`config.mk`:
```
export PLATFORM = sky130hd
export DESIGN_NAME = pmp_guard
export DESIGN_NICKNAME = d
export VERILOG_FILES = /design/src/rtl/pmp_guard_pkg.sv /design/src/rtl/pmp_regs.sv /design/src/rtl/pmp_match.sv /design/src/rtl/pmp_decide.sv /design/src/rtl/pmp_guard.sv
export SDC_FILE = /design/constraint.sdc
export NUM_CORES = 2
export LEC_CHECK = 0
export ABC_AREA = 1
export BUFFER_PORTS_ARGS = -buffer_cell sky130_fd_sc_hd__buf_2
export CAP_MARGIN = 20
export CORE_MARGIN = 2
export CORE_UTILIZATION = 50
export CTS_CLUSTER_SIZE = 14
export DETAILED_ROUTE_END_ITERATION = 10
export PLACE_DENSITY = 0.68
export SLEW_MARGIN = 20
export SYNTH_ARGS = -nofsm -noshare
export SYNTH_HDL_FRONTEND = slang
export SYNTH_SLANG_ARGS = --single-unit
```
`constraint.sdc`:
```
create_clock -name clk -period 17.14 [get_ports clk]
set_clock_uncertainty 0.2 [all_clocks]
set_input_delay 2.571 -clock clk [delete_from_list [all_inputs] [get_ports clk]]
set_output_delay 2.571 -clock clk [all_outputs]
set_load 0.05 [all_outputs]
```
`src/rtl/pmp_guard_pkg.sv`:
```
package pmp_guard_pkg;

   typedef enum logic [1:0] {
      MODE_OFF   = 2'd0,
      MODE_TOR   = 2'd1,
      MODE_NA4   = 2'd2,
      MODE_NAPOT = 2'd3
   } match_mode_e;

   typedef struct packed {
      logic        lock;
      logic [1:0]  rsvd;
      match_mode_e mode;
      logic        x;
      logic        w;
      logic        r;
   } region_cfg_t;

   localparam logic [1:0] KIND_FETCH = 2'd0;
   localparam logic [1:0] KIND_LOAD  = 2'd1;
   localparam logic [1:0] KIND_STORE = 2'd2;

   localparam logic [1:0] PRIV_U = 2'd0;
   localparam logic [1:0] PRIV_S = 2'd1;
   localparam logic [1:0] PRIV_M = 2'd3;

   function automatic region_cfg_t clean_cfg(input logic [7:0] raw);
      region_cfg_t c;
      c      = region_cfg_t'(raw);
      c.rsvd = 2'b00;
      return c;
   endfunction

endpackage

```
`src/rtl/pmp_regs.sv`:
```
module pmp_regs
   import pmp_guard_pkg::*;
#(
   parameter int NUM_ENTRIES = 16,
   parameter int XLEN        = 32,
   parameter int WA_W        = 30,
   parameter int SEL_W       = 5
) (
   input  logic                                clk,
   input  logic                                rst_n,
   input  logic                                csr_we,
   input  logic [SEL_W-1:0]                    csr_sel,
   input  logic [XLEN-1:0]                     csr_wdata,
   output logic [XLEN-1:0]                     csr_rdata,
   output region_cfg_t [NUM_ENTRIES-1:0]       cfg_o,
   output logic [NUM_ENTRIES-1:0][WA_W-1:0]    addr_o
);
   localparam int PER_CFG  = XLEN / 8;
   localparam int CFG_BASE = NUM_ENTRIES;

   region_cfg_t [NUM_ENTRIES-1:0]    cfg_q;
   logic [NUM_ENTRIES-1:0][WA_W-1:0] addr_q;

   for (genvar i = 0; i < NUM_ENTRIES; i++) begin : g_entry
      localparam int CSEL = CFG_BASE + i / PER_CFG;
      localparam int BYTE = i % PER_CFG;

      always_ff @(posedge clk or negedge rst_n) begin
         if (!rst_n) begin
            cfg_q[i] <= '0;
         end else if (csr_we && csr_sel == SEL_W'(CSEL) && !cfg_q[i].lock) begin
            cfg_q[i] <= clean_cfg(csr_wdata[BYTE*8 +: 8]);
         end
      end

      always_ff @(posedge clk or negedge rst_n) begin
         if (!rst_n) begin
            addr_q[i] <= '0;
         end else if (csr_we && csr_sel == SEL_W'(i) && !cfg_q[i].lock) begin
            addr_q[i] <= csr_wdata[WA_W-1:0];
         end
      end
   end

   always_comb begin
      csr_rdata = '0;
      for (int i = 0; i < NUM_ENTRIES; i++) begin
         if (csr_sel == SEL_W'(i)) begin
            csr_rdata[WA_W-1:0] = addr_q[i];
         end
         if (csr_sel == SEL_W'(CFG_BASE + i / PER_CFG)) begin
            csr_rdata[(i % PER_CFG)*8 +: 8] = cfg_q[i];
         end
      end
   end

   assign cfg_o  = cfg_q;
   assign addr_o = addr_q;

endmodule

```
`src/rtl/pmp_match.sv`:
```
module pmp_match
   import pmp_guard_pkg::*;
#(
   parameter int WA_W = 30
) (
   input  match_mode_e     mode,
   input  logic [WA_W-1:0] this_addr,
   input  logic [WA_W-1:0] prev_addr,
   input  logic [WA_W-1:0] word_addr,
   output logic            hit
);
   logic [WA_W-1:0] span_bits;
   logic [WA_W-1:0] keep_mask;

   always_comb begin
      span_bits = this_addr ^ (this_addr + WA_W'(1));
      keep_mask = ~span_bits;
      unique case (mode)
         MODE_TOR:   hit = (word_addr >= prev_addr) && (word_addr < this_addr);
         MODE_NA4:   hit = (word_addr == this_addr);
         MODE_NAPOT: hit = ((word_addr & keep_mask) == (this_addr & keep_mask));
         default:    hit = 1'b0;
      endcase
   end

endmodule

```
`src/rtl/pmp_decide.sv`:
```
module pmp_decide
   import pmp_guard_pkg::*;
#(
   parameter int NUM_ENTRIES = 16
) (
   input  logic [NUM_ENTRIES-1:0]        hit,
   input  region_cfg_t [NUM_ENTRIES-1:0] cfg,
   input  logic                          valid,
   input  logic [1:0]                    kind,
   input  logic [1:0]                    priv,
   output logic                          allow,
   output logic                          fault
);
   region_cfg_t win_cfg;
   logic        found;
   logic        grant_ok;
   logic        verdict;
   logic        unused_fields;

   always_comb begin
      win_cfg = '0;
      found   = 1'b0;
      for (int i = NUM_ENTRIES - 1; i >= 0; i--) begin
         if (hit[i]) begin
            found   = 1'b1;
            win_cfg = cfg[i];
         end
      end
   end

   always_comb begin
      unique case (kind)
         KIND_FETCH: grant_ok = win_cfg.x;
         KIND_STORE: grant_ok = win_cfg.w;
         default:    grant_ok = win_cfg.r;
      endcase
   end

   always_comb begin
      if (!found) begin
         verdict = (priv == PRIV_M);
      end else if (priv == PRIV_M && !win_cfg.lock) begin
         verdict = 1'b1;
      end else begin
         verdict = grant_ok;
      end
   end

   assign allow         = valid & verdict;
   assign fault         = valid & ~verdict;
   assign unused_fields = ^{win_cfg.rsvd, win_cfg.mode};

endmodule

```
`src/rtl/pmp_guard.sv`:
```
module pmp_guard
   import pmp_guard_pkg::*;
#(
   parameter int NUM_ENTRIES = 16,
   parameter int XLEN        = 32,
   parameter int ADDR_W      = 32,
   parameter int SEL_W       = 5
) (
   input  logic              clk,
   input  logic              rst_n,
   input  logic              csr_we,
   input  logic [SEL_W-1:0]  csr_sel,
   input  logic [XLEN-1:0]   csr_wdata,
   output logic [XLEN-1:0]   csr_rdata,
   input  logic              chk_valid,
   input  logic [ADDR_W-1:0] chk_addr,
   input  logic [1:0]        chk_kind,
   input  logic [1:0]        chk_priv,
   output logic              chk_allow,
   output logic              chk_fault
);
   localparam int WA_W    = ADDR_W - 2;
   localparam int PER_CFG = XLEN / 8;
   localparam int NUM_CFG = NUM_ENTRIES / PER_CFG;

   if (XLEN % 8 != 0 || XLEN < 8) begin : g_bad_xlen
      $error("XLEN must be a positive multiple of 8");
   end
   if (NUM_ENTRIES % PER_CFG != 0) begin : g_bad_entries
      $error("NUM_ENTRIES must fill whole configuration registers");
   end
   if (WA_W < 1 || WA_W > XLEN) begin : g_bad_addr
      $error("ADDR_W - 2 must lie between 1 and XLEN");
   end
   if ((1 << SEL_W) < NUM_ENTRIES + NUM_CFG) begin : g_bad_sel
      $error("SEL_W too narrow for all registers");
   end

   region_cfg_t [NUM_ENTRIES-1:0]    cfg_q;
   logic [NUM_ENTRIES-1:0][WA_W-1:0] addr_q;
   logic [NUM_ENTRIES-1:0]           hit_vec;
   logic [WA_W-1:0]                  word_addr;
   logic                             unused_low;

   assign word_addr  = chk_addr[ADDR_W-1:2];
   assign unused_low = ^chk_addr[1:0];

   pmp_regs #(
      .NUM_ENTRIES(NUM_ENTRIES),
      .XLEN       (XLEN),
      .WA_W       (WA_W),
      .SEL_W      (SEL_W)
   ) u_regs (
      .clk      (clk),
      .rst_n    (rst_n),
      .csr_we   (csr_we),
      .csr_sel  (csr_sel),
      .csr_wdata(csr_wdata),
      .csr_rdata(csr_rdata),
      .cfg_o    (cfg_q),
      .addr_o   (addr_q)
   );

   for (genvar i = 0; i < NUM_ENTRIES; i++) begin : g_match
      logic [WA_W-1:0] lower;
      if (i == 0) begin : g_first
         assign lower = '0;
      end else begin : g_rest
         assign lower = addr_q[i-1];
      end

      pmp_match #(.WA_W(WA_W)) u_match (
         .mode     (cfg_q[i].mode),
         .this_addr(addr_q[i]),
         .prev_addr(lower),
         .word_addr(word_addr),
         .hit      (hit_vec[i])
      );
   end

   pmp_decide #(.NUM_ENTRIES(NUM_ENTRIES)) u_decide (
      .hit  (hit_vec),
      .cfg  (cfg_q),
      .valid(chk_valid),
      .kind (chk_kind),
      .priv (chk_priv),
      .allow(chk_allow),
      .fault(chk_fault)
   );

endmodule

```
Word-level counts from Yosys, hierarchy flattened

Index checks and enable logic that the tools add are counted.
Widths: inputs -> output; s select.

Logic and storage cells: 483
Output and inout bits: 34
Input bits: 77
Register bits after elaboration: 576

Bitwise logic cells: 67
Order comparisons: 32
Mux-type cells: 83
$add $sub $neg: 16
Reductions and logical operators: 88
Equal/unequal tests: 101

Operator list:

| operator              | number |
|---|---|
| $and 30x30->30        | 32 |
| $eq 30x30->1          | 32 |
| $add 30x1->30 const B | 16 |
| $lt 30x30->1          | 16 |
| $mux 30               | 16 |
| $not 30->30           | 16 |
| $xor 30x30->30        | 16 |
| $ge 30x30->1          | 15 |
| $mux 8                | 32 |
| $logic_and 1x1->1     | 69 |
| $eq 2x2->1 const B    | 34 |
| $pmux 1 s3            | 16 |
| $eq 5x4->1 const B    | 8 |
| $eq 2x1->1 const B    | 16 |
| $ge 30x1->1 const B   | 1 |
| $eq 5x3->1 const B    | 4 |
| $eq 5x5->1 const B    | 4 |
| $mux 1                | 18 |
| $logic_not 1->1       | 17 |
| $eq 5x2->1 const B    | 2 |
| $eq 5x1->1 const B    | 1 |
| $logic_not 5->1       | 1 |
| $and 1x1->1           | 2 |
| $logic_not 2->1       | 1 |
| other kinds (2)       | 2 |

Depth between registers and ports, before layout

Depth in word-level cells: 33
Depth in mapped cells: 48
Gate-level depth less buffers: 48

By module

A second synthesis with hierarchy kept.

Cell total of the unflattened synthesis: 13,619
Area total of the unflattened synthesis: 83,154.8 um2

By module, submodules not included:

| module                              | area each (um2) | cells each | times used | seq. area each (um2) |
|---|---|---|---|---|
| pmp_match at g_match[0].u_match ... | 3,557.2         | 647        | 14         | 0.0 |
| pmp_regs                            | 25,559.5        | 3,115      | 1          | 14,413.8 |
| pmp_match at g_match[9].u_match     | 3,540.9         | 637        | 1          | 0.0 |
| pmp_match at g_match[2].u_match     | 3,478.3         | 641        | 1          | 0.0 |
| pmp_decide                          | 772.0           | 167        | 1          | 0.0 |
| pmp_guard                           | 3.8             | 1          | 1          | 0.0 |

Worst setup path after synthesis

No wires, ideal clock.

Kind: input -> output
Start point: input port chk_addr[2]
End point: output port chk_allow
Cell stages on the path: 30
Buffers on the path: 0
Arrival time: 5.511 ns
Data required time: 14.369 ns
Slack: 8.858 ns
Cells stage by stage: inv_1 > ha_1 > nand2_1 > nor2_1 > nand3_1 > nor4_1 > nand4_1 > nand3_1 > nand2_1 > nand2_1 > nand2_1 > nand2_1 > nand2_1 > nand2_1 > nand2_1 > nand2_1 > nand2_1 > nand2_1 > nand2_1 > nand2_1 > nand2_1 > nand2_1 > nand2_1 > nand2_1 > nand2_1 > nand2_1 > nand3_1 > nand3_1 > nor2_1 > nor2_1

Word-level cells in the longest chain between the ends: 24
Elaborated cells between the ends (all ways): 150
Those cells by class: order compare (32); eq/ne (32); mux (51); bitwise (17); reduce/logical (18)

RTL lines:

| item                                                                  | RTL line         | text |
|---|---|---|
| from (decl)                                                           | pmp_guard.sv:16  | `input logic [ADDR_W-1:0] chk_addr,` |
| parallel branches: the longest is 22 deep, another holds $ge 30x30->1 | --               |  |
| $mux 1 (*)                                                            | pmp_decide.sv:40 | `if (!found) begin` |
| $and 1x1->1 (*)                                                       | pmp_decide.sv:49 | `assign allow = valid & verdict;` |
| to (decl)                                                             | pmp_guard.sv:19  | `output logic chk_allow,` |

Every way passes the cells marked *.

Worst setup path in the final report

Start point: input port chk_addr[17]
End point: output port chk_fault

Word-level cells in the longest chain between the ends: 25
Elaborated cells between the ends (all ways): 151
Those cells by class: order compare (32); eq/ne (32); mux (51); bitwise (18); reduce/logical (18)

RTL lines:

| item                                                                  | RTL line         | text |
|---|---|---|
| parallel branches: the longest is 22 deep, another holds $ge 30x30->1 | --               |  |
| $mux 1 (*)                                                            | pmp_decide.sv:40 |  |
| $not 1->1 (*)                                                         | pmp_decide.sv:50 | `assign fault = valid & ~verdict;` |
| $and 1x1->1 (*)                                                       | pmp_decide.sv:50 |  |
| to (decl)                                                             | pmp_guard.sv:20  | `output logic chk_fault` |

Marked as above.

==> flow_results.org <==
** Run status
- Outcome :: complete, no violations

** Route
- In the final routed layout, each cell accounts on average for 25.81 um.
- After the first detailed-routing iteration, the DRC count stood at 6287.
- Antenna violation net count after detailed routing :: 0
- Vias/cell :: 6.089
- Vias :: 61513
- Count of unresolved DRC violations after routing :: 0
- Summed over all layers, the routed wires come to 260700 um.
- Total iterations of the first detailed-routing run :: 6

** Finish
- Fraction of final layout cells with drive strength greater than 1 :: 0.06462
- After the last flow step, the layout net total stands at 9518.
- Leaving out fill and tap cells, the most frequent cell in the layout is nand2_1.
- Summing all multi-input logic gate instances after layout gives 40070 um2.
- Most frequent cells in the layout :: nand2_1 (1937), inv_1 (1025), o21ai_0 (989), ha_1 (945), dfrtp_1 (576)
- Area used by sequential logic in the layout :: 14410 um2
- Area growth, synth to finish :: 8.523%
- The finished cells cover 64520 um2.
- The layout has 11537 filler cells.

** CTS
- The H-tree was split into 3 levels.
- The tree is rooted in a clkbuf_16.
- Buffers inserted by post-CTS timing repair :: 0
- TritonCTS created 77 clock buffers.
- Clock latency on the worst-skew pair, taken at its later pin, is 0.71 ns.
- Number of clock sinks seen by CTS :: 576
- The clock passes through at most 3 buffers.
- Clock-pin slew was measured on the worst setup and hold paths at 0.05 ns.
- TritonCTS built the clock tree.
- The number of gates resized after CTS was 0.
- Count of hold-fix buffers inserted at cts :: 0

** Run
- The tool flagged a number of max-cap violations equal to 0.

** Power
- In this run the power density over the cells is 63.77 nW/um2.
- The worst-case IR drop observed on VDD is 0.07474 mV.
- Leakage power :: 28.35 nW

** Setup path
- Worst setup path category :: primary input to output port
- STA classifies the critical path startpoint as a primary input.
- Setup slack, reg-to-reg :: 15.06 ns
- STA classifies the critical path endpoint as an output port.
- The worst register-to-register path has a depth of 3.
- Required time at the worst-slack endpoint :: 14.37 ns
- Worst Path Max Fanout :: 16
- Critical Path AT :: 8.12 ns
- Endpoint of the most critical register-to-register path :: u_regs.addr_o[57]$_DFFE_PN0P_
- Reg-to-reg critical path startpoint :: u_regs.cfg_o[15]$_DFFE_PN0P_

** STA
- The final hold violation count came to 0.
- After routing, the total negative slack on setup checks comes to 0 ns.
- The number of pins with negative max-slew slack in the final report came to 0.
- For the finished layout, the period the worst path requires is 10.89 ns.
- In this run the tightest slew margin relative to its limit is 0.1640.
- Setup repair after global routing left no endpoint under its margin.
- Timing would allow up to 0.09179 GHz.
- In the finished design, the share of the clock period the worst path needs comes to 0.6356.
- Final setup violating endpoints :: 0
- For the pin with the worst max-slew slack, the measured transition is 1.253 ns.

** Min path
- Worst Hold Class :: register to register
- Counting instances, the worst hold path has a depth of 2.
- The startpoint identified for the worst hold timing path is u_regs.cfg_o[2]$_DFFE_PN0P_.
- The path with the worst hold slack has its endpoint at u_regs.cfg_o[2]$_DFFE_PN0P_.

** Synthesis
- Number of synthesized flops with an enable pin :: 0
- Warnings from Yosys :: 0
- Most used flip-flop cell after synthesis :: dfrtp_1
- Counting flops with an async set or reset pin after synthesis yields a share of 1.000.
- Synthesis inferred 576 register bits.
- Unique cell type count in the Yosys netlist :: 64
- Number of instances in the synthesized netlist :: 8468
- The share of the Yosys chip area taken by registers is 0.2424.
- Mean Syn Cell Area :: 7.021 um2
- Synthesis produced a netlist with a net count of 9490.
- Combined area of all synthesized cells :: 59460 um2

** Floorplan
- Die boundary height :: 348.8 um
- Pin placement for this block handled 111 I/O pins.
- The die covers 121700 um2.
- Die span in x :: 348.8 um
- Area of the placeable core :: 117900 um2
- Number of rows in the core area :: 126
- The initial utilization of the core area, before any placement, comes to 0.5042.

** Placed design
- At the end of routability-driven placement, the weighted congestion stood at 1.060.
- Buffers placed on the I/O ports in this run total 106.
- Summing all placed instances gives a cell area of 61700 um2.
- HPWL after detailed placement :: 191100 um

** GRT
- The first global-routing pass estimated 376600 um of wire.
- Overall overflow remaining after global route :: 0
- Across every metal layer, demand over resource in global routing totals 0.4231.
- Vias in the first global route :: 57178
- The number of antenna violations at the first check in global routing is 20.
- Largest net degree at the start of global routing :: 132
## worst max path at each step
stage	to	depth (start not counted)	start	slack, ns
CTS	chk_allow	31	u_regs.addr_o[3]$_DFFE_PN0P_	6.70
floorplan	chk_allow	30	chk_addr[2]	8.86
finish	chk_fault	23	chk_addr[17]	6.25
global placement	chk_fault	19	chk_addr[29]	6.78
detailed placement	chk_fault	19	chk_addr[29]	6.71
global route	chk_fault	36	u_regs.addr_o[32]$_DFFE_PN0P_	5.99
## stage by stage
| stage | hold WS (ns) | worst slack, ns | cells | power (mW) | util |
|---|---|---|---|---|---|
| after floorplan | 0.2530 | 8.858 | 8468 | 1.963 | - |
| after global placement | 0.2657 | 6.781 | 9950 | 2.296 | 0.5233 |
| after detailed placement | 0.2739 | 6.712 | 9950 | 2.319 | 0.5233 |
| after CTS | 0.2876 | 6.701 | 10091 | 4.091 | 0.5462 |
| after global routing | 0.3097 | 5.985 | 10096 | 4.250 | 0.5470 |
| final | 0.2862 | 6.245 | 10103 | 4.115 | 0.5472 |
## cells in the mapped netlist, types with 20 or more instances
cell type / count / area [um2]
ha_1: 945 / 11820
xor2_1: 188 / 1647
xnor2_1: 157 / 1375
nand3b_1: 28 / 210.2
or2_2: 98 / 613.1
or4_1: 26 / 195.2
nand2_1: 1946 / 7305
nor2_1: 501 / 1881
buf_2: 25 / 125.1
nor4_1: 94 / 588.1
nor3_1: 133 / 665.6
nand3_1: 325 / 1627
a21oi_1: 568 / 2843
o21a_1: 22 / 165.2
o211ai_1: 40 / 300.3
clkbuf_1: 227 / 852.1
nand4_1: 188 / 1176
dfrtp_1: 576 / 14410
o21ai_0: 989 / 4950
inv_1: 1045 / 3923
o221ai_1: 20 / 175.2
o22ai_1: 43 / 269.0
o2111ai_1: 57 / 499.2
## sequential cells by signal, summed over array words and instances, names as in the netlist
register and flops:
u_regs.addr_o 480, u_regs.cfg_o 96
## cell families after synthesis
| family | synth area share |
|---|---|
| AOI/OAI and AO/OA | 0.1675 |
| adders and majority gates | 0.1989 |
| xor gates and xnor gates | 0.05082 |
| DFF | 0.2424 |
| other | 0.00006307 |
| buffers and inverters | 0.08481 |
| and+or+nand+nor | 0.2555 |
## routing by layer
layer	up-vias	track usage	share of wire
met5	-	0	0.00032
met4	12	0.3610	0.10
met3	1040	0.08133	0.092
met1	28711	0.4902	0.37
li1	28736	-	-
met2	3014	0.6739	0.44
## report_power, final
group / leakage [nW] / internal (mW) / total, mW / switching, mW
logic: 19.1 / 0.266 / 0.869 / 0.603
registers: 7.89 / 1.40 / 1.46 / 0.0618
clock network: 1.32 / 1.05 / 1.79 / 0.740
total: 28.4 / 2.71 / 4.11 / 1.40
## worst max-delay path, cell delays in order
cell     delay [ns]
buf_2          0.55
buf_4          0.47
ha_1           0.22
nand2_1        0.28
or4_1          0.51
nor4_2         0.82
nand3_1        0.19
nand3_1        0.45
nand4_1        0.14
nand3_1        0.42
a21oi_1        0.10
nand2_1        0.16
nand2_1        0.08
nand2_1        0.06
nand2_1        0.06
nand2_1        0.12
nand2_1        0.07
nand2_1        0.06
nand2_1        0.07
nand2_1        0.14
a21oi_1        0.12
nor3_2         0.15
buf_2          0.28
## final cells by class
class	count	share of cell area
multi-input cells	6566	0.6210
flip-flops and latches	576	0.2234
inverters	1064	0.06190
clock buffers	106	0.03436
well taps	1536	0.02979
repair buffers	211	0.02172
clock inverters	35	0.007543
diodes	9	0.0003490
Note: power is estimated with default switching activity, not from simulation.
